===== config.mk =====
export PLATFORM = sky130hd
export DESIGN_NAME = ssp_irq_dma
export DESIGN_NICKNAME = d
export VERILOG_FILES = /design/src/rtl/ssp_irq_dma.sv
export SDC_FILE = /design/constraint.sdc
export NUM_CORES = 1
export LEC_CHECK = 0
export ABC_AREA = 0
export BUFFER_PORTS_ARGS = -buffer_cell sky130_fd_sc_hd__buf_2
export CORE_MARGIN = 2
export CORE_UTILIZATION = 50
export CTS_CLUSTER_DIAMETER = 100
export CTS_CLUSTER_SIZE = 14
export DETAILED_ROUTE_END_ITERATION = 6
export PLACE_DENSITY = 0.86
export SLEW_MARGIN = 20
export SYNTH_ARGS = -nofsm -noshare
export SYNTH_HDL_FRONTEND = slang
export SYNTH_SLANG_ARGS = --single-unit

===== constraint.sdc =====
create_clock -name clk -period 3.1 [get_ports clk]
set_clock_uncertainty 0.1 [all_clocks]
set_input_delay 0.155 -clock clk [delete_from_list [all_inputs] [get_ports clk]]
set_output_delay 0.155 -clock clk [all_outputs]
set_load 0.01 [all_outputs]

===== src/rtl/ssp_irq_dma.sv =====
module ssp_irq_dma #(
  parameter int DEPTH   = 8,
  parameter int TIMEOUT = 32,
  parameter int AW      = 3,
  parameter int DW      = 8,
  localparam int LW     = $clog2(DEPTH + 1),
  localparam int TW     = $clog2(TIMEOUT + 1)
) (
  input  logic          clk,
  input  logic          rst_n,
  input  logic [LW-1:0] rx_level,
  input  logic [LW-1:0] tx_level,
  input  logic          rx_frame_done,
  input  logic          rx_fifo_read,
  input  logic [AW-1:0] bus_addr,
  input  logic          bus_we,
  input  logic [DW-1:0] bus_wdata,
  output logic [DW-1:0] bus_rdata,
  output logic          irq,
  output logic          rx_dma_req,
  output logic          tx_dma_req
);
  localparam int HALF = DEPTH / 2;
  localparam logic [AW-1:0] A_RAW = AW'(0);
  localparam logic [AW-1:0] A_MASK = AW'(1);
  localparam logic [AW-1:0] A_MSKD = AW'(2);
  localparam logic [AW-1:0] A_CLR = AW'(3);
  localparam logic [AW-1:0] A_DMA = AW'(4);

  logic          ovr_q, rt_q;
  logic [3:0]    mask_q;
  logic [1:0]    dma_q;
  logic [TW-1:0] to_cnt;
  logic [3:0]    raw, masked;

  wire rx_full  = rx_level == LW'(DEPTH);
  wire rx_empty = rx_level == '0;
  wire tx_full  = tx_level == LW'(DEPTH);
  wire rx_half  = rx_level >= LW'(HALF);
  wire tx_half  = (LW'(DEPTH) - tx_level) >= LW'(HALF);

  wire wr_mask = bus_we && bus_addr == A_MASK;
  wire wr_clr  = bus_we && bus_addr == A_CLR;
  wire wr_dma  = bus_we && bus_addr == A_DMA;
  wire clr_ovr = wr_clr && bus_wdata[0];
  wire clr_rt  = wr_clr && bus_wdata[1];
  logic unused_wbits;
  assign unused_wbits = ^bus_wdata[DW-1:4];

  wire ovr_set   = rx_frame_done && rx_full;
  wire to_reload = rx_fifo_read || rx_frame_done || rx_empty;
  wire rt_set    = !to_reload && to_cnt == TW'(TIMEOUT - 1);

  always_ff @(posedge clk) begin
    if (!rst_n)                      to_cnt <= '0;
    else if (to_reload)              to_cnt <= '0;
    else if (to_cnt != TW'(TIMEOUT)) to_cnt <= to_cnt + 1'b1;
  end

  always_ff @(posedge clk) begin
    if (!rst_n) begin
      ovr_q  <= 1'b0;
      rt_q   <= 1'b0;
      mask_q <= '0;
      dma_q  <= '0;
    end else begin
      if (ovr_set)      ovr_q <= 1'b1;
      else if (clr_ovr) ovr_q <= 1'b0;
      if (rt_set)       rt_q <= 1'b1;
      else if (clr_rt)  rt_q <= 1'b0;
      if (wr_mask)      mask_q <= bus_wdata[3:0];
      if (wr_dma)       dma_q <= bus_wdata[1:0];
    end
  end

  assign raw    = {tx_half, rx_half, rt_q, ovr_q};
  assign masked = raw & mask_q;
  assign irq    = |masked;

  assign rx_dma_req = dma_q[0] && !rx_empty;
  assign tx_dma_req = dma_q[1] && !tx_full;

  always_comb begin
    bus_rdata = '0;
    case (bus_addr)
      A_RAW:   bus_rdata[3:0] = raw;
      A_MASK:  bus_rdata[3:0] = mask_q;
      A_MSKD:  bus_rdata[3:0] = masked;
      A_DMA:   bus_rdata[1:0] = dma_q;
      default: bus_rdata = '0;
    endcase
  end

  p_ovr_set_r2: assert property (@(posedge clk) disable iff (!rst_n)
    (rx_frame_done && rx_full) |=> ovr_q);
  p_ovr_sticky_r2: assert property (@(posedge clk) disable iff (!rst_n)
    (ovr_q && !(bus_we && bus_addr == A_CLR && bus_wdata[0])) |=> ovr_q);
  p_rt_needs_data_r3: assert property (@(posedge clk) disable iff (!rst_n)
    $rose(rt_q) |-> $past(rx_level) != '0);
  p_clear_works_r7: assert property (@(posedge clk) disable iff (!rst_n)
    (bus_we && bus_addr == A_CLR && bus_wdata[1] && rx_fifo_read) |=> !rt_q);
  p_set_wins_r9: assert property (@(posedge clk) disable iff (!rst_n)
    (rx_frame_done && rx_full && bus_we && bus_addr == A_CLR) |=> ovr_q);
  p_irq_needs_mask_r6: assert property (@(posedge clk) disable iff (!rst_n)
    irq |-> mask_q != '0);
  p_tx_dma_space_r10: assert property (@(posedge clk) disable iff (!rst_n)
    tx_dma_req |-> tx_level != LW'(DEPTH));
endmodule


### After elaboration in Yosys (flattened, before gate mapping)

Cells that the tools add are included.

* bits in registers: 14
* input bits: 24
* logic and storage cells: 45

* add/subtract/negate cells: 2
* $lt $le $gt $ge: 2
* eq/ne operators: 8
* muxes and demuxes: 6
* bitwise operators: 2
* reductions and logical operators: 20

Operators by type and width (count)
* 1-bit logical AND: 9
* 4-bit == test, second input constant: 2
* 4-bit by 3-bit >= comparator with 1-bit output, second input constant: 2
* 2-bit one-hot mux with 4 select lines: 1
* 6-bit by 1-bit adder with 6-bit output, second input constant: 1
* 3-bit by 2-bit == test with 1-bit output, second input constant: 2
* 6-bit by 5-bit == test with 1-bit output, second input constant: 1
* 6-bit != test, second input constant: 1
* 2-bit one-hot mux with 3 select lines: 1
* 4-bit AND: 1
* 4-bit logical NOT: 1
* 1-bit two-way mux: 4
* 2-bit nonzero test: 2
* 4-bit OR reduction: 1
* 4-bit subtractor, first input constant: 1
* 3-bit by 1-bit == test with 1-bit output, second input constant: 1
* 3-bit == test, second input constant: 1
* 1-bit logical NOT: 3
* 3-bit logical NOT: 1
* 1-bit logical OR: 2
* 2-bit OR reduction: 1
* 1-bit inverter: 1

### Logic depth before layout (Yosys ltp)

Gate-level depths: netlist (run 1).

* depth after elaboration: 5
* depth in mapped cells: 5
* depth with buffers taken out: 5

### Worst setup path after synthesis (run 1)

Ideal clock, no wire load.

* path kind: reg2reg
* from: reg to_cnt[0]
* to: reg to_cnt[2]
* setup time: 0.120 ns
* arrival: 1.196 ns
* path slack: 1.683 ns
* stages on the path, launching flop included: 6
* period minus slack after synthesis: 1.417 ns
* cells stage by stage: dfxtp_1 > inv_1 > ha_1 > or4b_1 > nor2_1 > nor3_1

* longest elaborated chain between the ends: 1
* elaborated cells between the ends (all ways): 2
* classes of those cells: add/sub (1); eq/ne (1)

Ends and longest elaborated chain
* start, declared: line 33 `logic [TW-1:0] to_cnt;`
* start signal, assigned: line 57 `else if (to_cnt != TW'(TIMEOUT)) to_cnt <= to_cnt + 1'b1;`
* 6-bit by 1-bit adder with 6-bit output or 6-bit != test (tied branches): line 57

Several ways; a longest one is shown, not always the timed one.
A chain may end at the register's enable or synchronous reset.

### Final worst setup path (run 1)

Same ends and word-level chain as after synthesis.

==> results of run 1 <==
==> per-layer routing <==
layer | routed length (um) | part of all wire | track usage | up-vias
met5 | 0 | 0 | 0 | -
met4 | 22 | 0.012 | 0.08571 | 0
met3 | 106 | 0.056 | 0.06746 | 4
met2 | 903 | 0.48 | 0.3167 | 27
met1 | 866 | 0.46 | 0.2874 | 388
li1 | - | - | - | 424
==> flip-flops by register name (all words and copies together) (netlist names) <==
name    count
dma_q       2
mask_q      4
ovr_q       1
rt_q        1
to_cnt      6
==> logic make-up (layout without fill, tap and decap cells) <==
group / after synthesis / in the layout / synth area share
simple gates: 43 / 43 / 0.2989
compound gates: 23 / 23 / 0.1884
flops: 14 / 14 / 0.3173
buf+inv: 11 / 35 / 0.06515
mux: 6 / 6 / 0.06799
xor+xnor: 3 / 3 / 0.02975
fa+ha+maj: 2 / 2 / 0.02832
other cells: 1 / 4 / 0.004245
==> worst paths after layout <==
check	end	slack, ns	from
setup reg to reg	to_cnt[2]$_SDFFE_PP0P_	1.50	to_cnt[0]$_SDFFE_PP0P_
setup / recovery	to_cnt[2]$_SDFFE_PP0P_	1.50	to_cnt[0]$_SDFFE_PP0P_
hold / removal	mask_q[3]$_SDFFE_PN0P_	0.03	bus_wdata[3]
hold reg to reg	to_cnt[1]$_SDFFE_PP0P_	0.45	to_cnt[1]$_SDFFE_PP0P_
==> layout make-up <==
cell class              count  area (um^2)
well taps                  17        21.27
repair buffers             26        130.1
flip-flops and latches     14        280.3
fillers                   150        645.6
inverters                   5        18.77
clock buffers               4        36.28
multi-input cells          81        556.8
==> power by group through the flow <==
stage	combinational, mW	clock (mW)	sequential (mW)
global route	0.0552	0.147	0.185
floorplan	0.0281	0	0.188
detailed placement	0.0481	0	0.189
finish	0.0489	0.136	0.185
CTS	0.0485	0.141	0.185
global placement	0.0460	0	0.189
==> through the flow <==
stage | worst slack, ns | utilization | instance area, um^2 | std cells | total power [mW]
after floorplan | 1.683 | - | 894.6 | 106 | 0.2164
after global placement | 1.336 | 0.5963 | 1007 | 143 | 0.2350
after detailed placement | 1.315 | 0.5963 | 1007 | 143 | 0.2373
after CTS | 1.487 | 0.6178 | 1044 | 147 | 0.3740
after global routing | 1.346 | 0.6178 | 1044 | 147 | 0.3882
final | 1.497 | 0.6178 | 1044 | 147 | 0.3697
==> worst min-delay path: stages <==
cell and delay (ns):
buf_2 0.07, mux2i_1 0.06, nor2b_1 0.09
==> placed cells by master (no fill, tap or decap), types with 4 or more instances in the layout <==
master,count
mux2i_1,6
o21ai_0,8
nand3_1,6
nand2_1,6
buf_2,26
a21oi_1,5
dfxtp_1,14
inv_1,5
nor2b_1,10
conb_1,4
==> reports/qor.csv, run 1 <==
metric;value;unit
die_height;46.03;um
switching_share;0.2518;
drtIter0Drc;31;
portBuffers;26;
crit_fanout;5;
critPathMaxStageDelay;0.47;ns
final_max_slew_viol_count;0;
wire_per_inst;12.92;um
synthToLayoutAreaGrowth;18.13;%
cts-root-buf;clkbuf_4;
grt_overflow;0;
clockPowerShare;0.367;
fp-row-count;15;
final.min_clock_period;1.603;ns
cpMaxStageDelayCell;or4b_1;
sequentialPowerShare;0.500;
start_util;0.5230;
synth_area;883.3;um^2
dr.pass1.iters;4;
crit_type;reg -> reg;
crit_family;simple AND/OR/NAND/NOR gates;
crit_path_cell_trace;inv_1 > ha_1 > or4b_1 > nor2_1 > nor3_1;
clk_path_buf_depth;2;
grtUsageTotal;0.2144;
hold_path.class;in -> reg;
relSlewSlack;0.2314;
p_switching;0.09310;mW
period_share;0.5172;
synth.avg_cell_area;8.576;um^2
synthArstFlopShare;0;
core;1689;um^2
arrival;1.67;ns
drive_gt1_frac;0.2615;
yosysMostFrequentCell;dfxtp_1;
yosysTopAreaCellShare;0.3173;
fin_setup_tns;0;ns
synthTopCellsByArea;dfxtp_1 32%, nor2b_1 7.1%, mux2i_1 6.8%, o21ai_0 4.5%, nand3_1 3.4%;
setup_viol;0;
ir_drop;0.2441;mV
ys_seq_elements;14;
synth_edf_count;0;
clk_pin_slew;0.09;ns
crit_required;3.17;ns
ys_types;37;
holdBufCountCts;0;
crit_cells;5;
ant_nets;0;
antenna_found_initial;0;
grt_first_pass_wirelength;3187;um
gp_congestion;0.8735;
via_per_inst;5.735;
ys.flop_type;dfxtp_1;
ioPinCount;35;
postSynthCellCount;103;
grt_max_degree;11;
yosys_warnings;0;
outcome;finished clean;
yosysSeqAreaShare;0.3173;
end_kind;flip-flop;
dieArea;2119;um^2
numClockSinks;14;
cts_tree;yes;
worstSkewPairLatency;0.28;ns
min_delay_path_depth;3;
die_x;46.03;um
rsz0062_at_grt;false;
max_cap_viol_count;0;
leakage;0.4424;nW
startpoint_type;flip-flop;
wirelength;1899;um
dp_hpwl;1492;um
cts_setup_buffers;0;
cts_buffers;3;
ys_top_cells_by_count;14 x dfxtp_1, 10 x nor2b_1, 8 x o21ai_0;
finalHoldViolCount;0;
tightest_slew;1.137;ns
synth_top_area_cell;dfxtp_1;
combPwrFrac;0.132;
htreeDepth;1;
p_int;0.2766;mW
first_global_vias;741;
drc;0;
max_freq;623.7;MHz
dr_total_vias;843;
cts_resized;0;
rr_worst_depth;5;
whs;0.02819;ns
diodes;0;
timing.critical_path.buf_inv;1;
powerDensity;354.3;nW/um^2
final_nets;157;
(Power assumes the default switching activity.)
==> run 2: changes to the inputs <==
--- a/config.mk
+++ b/config.mk
@@ -8,11 +8,11 @@
 export ABC_AREA = 0
 export BUFFER_PORTS_ARGS = -buffer_cell sky130_fd_sc_hd__buf_2
 export CORE_MARGIN = 2
-export CORE_UTILIZATION = 50
+export CORE_UTILIZATION = 47
 export CTS_CLUSTER_DIAMETER = 100
 export CTS_CLUSTER_SIZE = 14
 export DETAILED_ROUTE_END_ITERATION = 6
-export PLACE_DENSITY = 0.86
+export PLACE_DENSITY = 0.82
 export SLEW_MARGIN = 20
 export SYNTH_ARGS = -nofsm -noshare
 export SYNTH_HDL_FRONTEND = slang
==> constraint.sdc (replaced) <==
create_clock -name clk -period 1.53 [get_ports clk]
set_clock_uncertainty 0.1 [all_clocks]
set_input_delay 0.0765 -clock clk [delete_from_list [all_inputs] [get_ports clk]]
set_output_delay 0.0765 -clock clk [all_outputs]
set_load 0.01 [all_outputs]
==> reports/qor.csv, run 2 (synthesis gave the netlist of run 1 again) <==
metric;value;unit;change
final_nets;165;;+5.1%
dr.pass1.iters;4;;unchanged
final_cell_area;1161;um^2;+11%
stdcell_count;163;;+11%
gp_congestion;0.8039;;-8.0%
wirelength;2212;um;+16%
die_x;47.35;um;+2.9%
whs;0.006579;ns;-0.02161 ns
final_max_slew_viol_count;0;;unchanged
core;1745;um^2;+3.3%
ant_nets;0;;unchanged
worstSkewPairLatency;0.28;ns;about the same
largest_reg_flops;6;;unchanged
setup_viol;0;;unchanged
antenna_found_initial;0;;unchanged
cpMaxStageDelayCell;or4b_4;;
ioPinCount;35;;unchanged
cts_tree;yes;;
dp_hpwl;1659;um;+11%
crit_fanout;3;;-2
htreeDepth;1;;unchanged
clk_path_buf_depth;2;;unchanged
reg_top3;to_cnt (6), mask_q (4), dma_q (2);;
crit_type;reg -> reg;;
cp-endpoint;to_cnt[0]$_SDFFE_PP0P_;;
diodes;0;;unchanged
rr_startpoint;to_cnt[0]$_SDFFE_PP0P_;;
drive_gt1_frac;0.3478;;+0.08629
grt_first_pass_wirelength;3270;um;+2.6%
post-route-util;0.6652;;+0.04745
finalHoldViolCount;0;;unchanged
grt_max_degree;11;;unchanged
dr_total_vias;882;;+4.6%
cts_buffers;3;;unchanged
first_global_vias;790;;+6.6%
rr_endpoint;to_cnt[0]$_SDFFE_PP0P_;;
max_cap_viol_count;0;;unchanged
cts_setup_buffers;0;;unchanged
leakage;0.4869;nW;+10%
crit_required;1.60;ns;-1.57 ns
start_util;0.5061;;-0.01687
numClockSinks;14;;unchanged
clk_pin_slew;0.09;ns;about the same
hold_path.class;in -> reg;;
reg2reg_slack;0.03;ns;-1.46 ns
via_per_inst;5.411;;-5.6%
startpoint;to_cnt[0]$_SDFFE_PP0P_;;
cts-root-buf;clkbuf_4;;
ir_drop;0.4598;mV;+88%
grt_overflow;0;;unchanged
dpl_cell_area;1062;um^2;+5.5%
die_height;47.35;um;+2.9%
dieArea;2242;um^2;+5.8%
end_kind;flip-flop;;
synthToLayoutAreaGrowth;31.44;%;
crit_path_cell_trace;inv_4 > ha_4 > or4b_4 > o21ai_4 > a21oi_2;;
rr_worst_depth;5;;unchanged
portBuffers;26;;unchanged
final.min_clock_period;1.495;ns;-0.1081 ns
grtUsageTotal;0.2072;;-0.007208
final_common_cell;buf_2;;
drtIter0Drc;20;;-35%
period_share;0.9773;;+0.4601
startpoint_type;flip-flop;;
max_freq;668.8;MHz;+7.2%
drc;0;;unchanged
mostFrequentLayoutCells;26 x buf_2, 13 x dfxtp_1, 10 x nor2b_1;;
powerDensity;661.8;nW/um^2;+87%
fin_setup_tns;0;ns;unchanged
fp-row-count;15;;unchanged
wire_per_inst;13.57;um;+5.0%
top_register;to_cnt;;
outcome;finished clean;;
arrival;1.56;ns;-0.11 ns
placed_cells;157;;+9.8%
rsz0062_at_grt;true;;
critPathMaxStageDelay;0.50;ns;+0.03 ns
## run 2: changes by cell type in the layout (fill, tap and decap cells not counted), sizes merged
| cell | previous run | this run |
|---|---|---|
| buf | 26 | 32 |
| dlygate4sd3 | 0 | 2 |
## run 2: critical path: cells and delay by family, from the launching register on
| family | cells | cell delay [ns] |
|---|---|---|
| fa+ha+maj | 1 | 0.12 |
| buf+inv | 1 | 0.07 |
| flops | 1 | 0.35 |
| compound gates | 2 | 0.24 |
| simple gates | 1 | 0.50 |
## run 2: final cells by class
class / instances / area (um^2)
flip-flops and latches: 14 / 281.5
clock buffers: 4 / 36.28
fillers: 152 / 584.3
well taps: 25 / 31.28
repair buffers: 34 / 195.2
multi-input cells: 81 / 595.6
inverters: 5 / 21.27
## run 2: worst min path at each step
| stage | from | to | cells past startpoint |
|---|---|---|---|
| detailed placement | bus_wdata[3] | mask_q[3]$_SDFFE_PN0P_ | 3 |
| global placement | bus_wdata[3] | mask_q[3]$_SDFFE_PN0P_ | 3 |
| CTS | bus_wdata[1] | mask_q[1]$_SDFFE_PN0P_ | 3 |
| global route | bus_wdata[0] | mask_q[0]$_SDFFE_PN0P_ | 3 |
| finish | bus_wdata[1] | mask_q[1]$_SDFFE_PN0P_ | 3 |
| floorplan | rst_n | ovr_q$_SDFFE_PN0P_ | 1 |
## run 2: report_power, final
part / leakage (nW) / internal [mW] / total, mW / switching, mW
clock: 0.0210 / 0.145 / 0.275 / 0.130
sequential: 0.114 / 0.370 / 0.375 / 0.00492
combinational: 0.352 / 0.0579 / 0.119 / 0.0611
total: 0.487 / 0.572 / 0.768 / 0.196
## run 2: per-layer routing
metal  part of all wire  GRT usage  wire [um]  vias up
met5                  0          0          0        -
met4              0.022     0.1000         48        0
met3              0.055    0.02692        122        6
met2               0.49     0.3378       1079       31
met1               0.43     0.2681        962      409
li1                   -          -          -      436
## run 2: repair_timing
item	in CTS	in global routing
resized for setup	0	14
hold buffers	2	0
endpoints found under the setup margin	0	5
endpoints found under the hold margin	2	0
## run 2: stage by stage
stage	total power [mW]	setup WS (ns)
after floorplan	0.4385	0.1131
after global placement	0.4834	0.06159
after detailed placement	0.4883	0.04181
after CTS	0.7579	0.02121
after global routing	0.7952	-0.02371
final	0.7684	0.03468
==> run 3: changes to the inputs <==
--- a/config.mk
+++ b/config.mk
@@ -12,8 +12,9 @@
 export CTS_CLUSTER_DIAMETER = 100
 export CTS_CLUSTER_SIZE = 14
 export DETAILED_ROUTE_END_ITERATION = 6
-export PLACE_DENSITY = 0.82
+export PLACE_DENSITY_LB_ADDON = 0.15
 export SLEW_MARGIN = 20
 export SYNTH_ARGS = -nofsm -noshare
 export SYNTH_HDL_FRONTEND = slang
 export SYNTH_SLANG_ARGS = --single-unit
+export TNS_END_PERCENT = 20
==> reports/qor.csv, run 3 (synthesis gave the netlist of run 1 again) <==
metric;value;unit;change
outcome;finished clean;;
grt_first_pass_wirelength;3187;um;-2.5%
max_freq;683.0;MHz;+2.1%
startpoint_type;flip-flop;;
ir_drop;0.4705;mV;+2.3%
crit_family;simple AND/OR/NAND/NOR gates;;
hold_path.class;in -> reg;;
dr_total_vias;866;;-1.8%
fp-row-count;15;;unchanged
diodes;0;;unchanged
mostFrequentLayoutCells;26 x buf_2, 14 x dfxtp_1, 10 x nor2b_1;;
grt_overflow;0;;unchanged
ioPinCount;35;;unchanged
reg_top3;to_cnt (6), mask_q (4), dma_q (2);;
drive_gt1_frac;0.3000;;-0.04783
clk_path_buf_depth;2;;unchanged
ant_nets;0;;unchanged
start_util;0.5061;;unchanged
first_global_vias;756;;-4.3%
end_kind;flip-flop;;
min_delay_path_depth;3;;unchanged
dieArea;2242;um^2;unchanged
max_cap_viol_count;0;;unchanged
cpMaxStageDelayCell;or4b_4;;
top_register;to_cnt;;
crit_path_cell_trace;inv_1 > ha_1 > or4b_4 > nor2_2 > nor3_1;;
reg2reg_slack;0.07;ns;+0.03 ns
dp_hpwl;1540;um;-7.2%
finalHoldViolCount;0;;unchanged
die_x;47.35;um;unchanged
timing.critical_path.buf_inv;1;;unchanged
rr_startpoint;to_cnt[0]$_SDFFE_PP0P_;;
post-route-util;0.6559;;-0.009319
gp_congestion;0.8195;;+1.9%
final.min_clock_period;1.464;ns;-0.03120 ns
hp-start;rx_level[0];;
cts-root-buf;clkbuf_4;;
clk_pin_slew;0.09;ns;about the same
die_height;47.35;um;unchanged
cts_setup_buffers;0;;unchanged
fill_cells;159;;+4.6%
rsz0062_at_grt;true;;
hold_end;ovr_q$_SDFFE_PN0P_;;
rr_worst_depth;5;;unchanged
period_share;0.9569;;-0.02039
leakage;0.4899;nW;+0.61%
crit_fanout;3;;unchanged
portBuffers;26;;unchanged
htreeDepth;1;;unchanged
drc;0;;unchanged
drtIter0Drc;13;;-35%
crit_required;1.59;ns;about the same
power;0.7585;mW;-1.3%
wirelength;1985;um;-10%
crit_type;reg -> reg;;
powerDensity;662.6;nW/um^2;+0.12%
cts_buffers;3;;unchanged
grtUsageTotal;0.2065;;-0.0006460
antenna_found_initial;0;;unchanged
final_nets;167;;+1.2%
cts_tree;yes;;
dr.pass1.iters;4;;unchanged
core;1745;um^2;unchanged
synthToLayoutAreaGrowth;29.60;%;
arrival;1.52;ns;-0.04 ns
rr_endpoint;to_cnt[3]$_SDFFE_PP0P_;;
largest_reg_flops;6;;unchanged
grt_max_degree;11;;unchanged
numClockSinks;14;;unchanged
via_per_inst;5.248;;-3.0%
final_max_slew_viol_count;0;;unchanged
worstSkewPairLatency;0.28;ns;about the same
critPathMaxStageDelay;0.48;ns;-0.02 ns
final_common_cell;buf_2;;
setup_viol;0;;unchanged
wire_per_inst;12.03;um;-11%
## run 3: per-stage QoR
step | TNS, ns | instances | hold slack, ns | setup WS [ns] | area [um^2]
final | 0 | 165 | 0.04064 | 0.06588 | 1145
after global routing | -0.03784 | 165 | 0.03848 | -0.01701 | 1145
after CTS | 0 | 165 | 0.03298 | 0.009850 | 1139
after detailed placement | 0 | 157 | 0.2465 | 0.03975 | 1062
after global placement | 0 | 157 | 0.2412 | 0.05901 | 1062
after floorplan | 0 | 106 | 0.09410 | 0.1131 | 894.6
## run 3: cell type report
cell class                 count  area (um^2)  area share
sequential                    14        280.3      0.2448
tap                           25        31.28     0.02732
inverter                       5        18.77     0.01639
clock buffer                   4        36.28     0.03169
multi-input combinational     81        563.0      0.4918
timing repair buffer          36        215.2      0.1880
## run 3: where the power goes
part	switching, mW	internal [mW]
Sequential	0.00395	0.369
Clock	0.124	0.145
Combinational	0.0572	0.0587
## run 3: worst max-delay path by stage
stage / from / end / slack (ns) / cells past startpoint
4_1_cts: to_cnt[0]$_SDFFE_PP0P_ / to_cnt[3]$_SDFFE_PP0P_ / 0.01 / 5
2_1_floorplan: to_cnt[0]$_SDFFE_PP0P_ / to_cnt[2]$_SDFFE_PP0P_ / 0.11 / 5
6_report: to_cnt[0]$_SDFFE_PP0P_ / to_cnt[3]$_SDFFE_PP0P_ / 0.07 / 5
5_1_grt: to_cnt[0]$_SDFFE_PP0P_ / to_cnt[3]$_SDFFE_PP0P_ / -0.02 / 5
3_3_place_gp: to_cnt[0]$_SDFFE_PP0P_ / to_cnt[1]$_SDFFE_PP0P_ / 0.06 / 5
3_5_place_dp: to_cnt[0]$_SDFFE_PP0P_ / to_cnt[3]$_SDFFE_PP0P_ / 0.04 / 5
## run 3: tightest hold or removal path, cell delays in order
cell and delay [ns]:
buf_2 0.09, nor4_1 0.05, o21a_1 0.17
## run 3: what timing repair did
action,in CTS,in global routing
setup endpoints to repair,0,5
hold buffers,4,0
hold endpoints to repair,6,0
resized for setup,0,4
## run 3: routing by layer
metal  GRT usage  up-vias  routed length, um
met5           0        -                  0
met4      0.1000        0                 39
met3     0.03462        4                 71
met2      0.3757       22                978
met1      0.2286      400                895
li1            -      440                  -
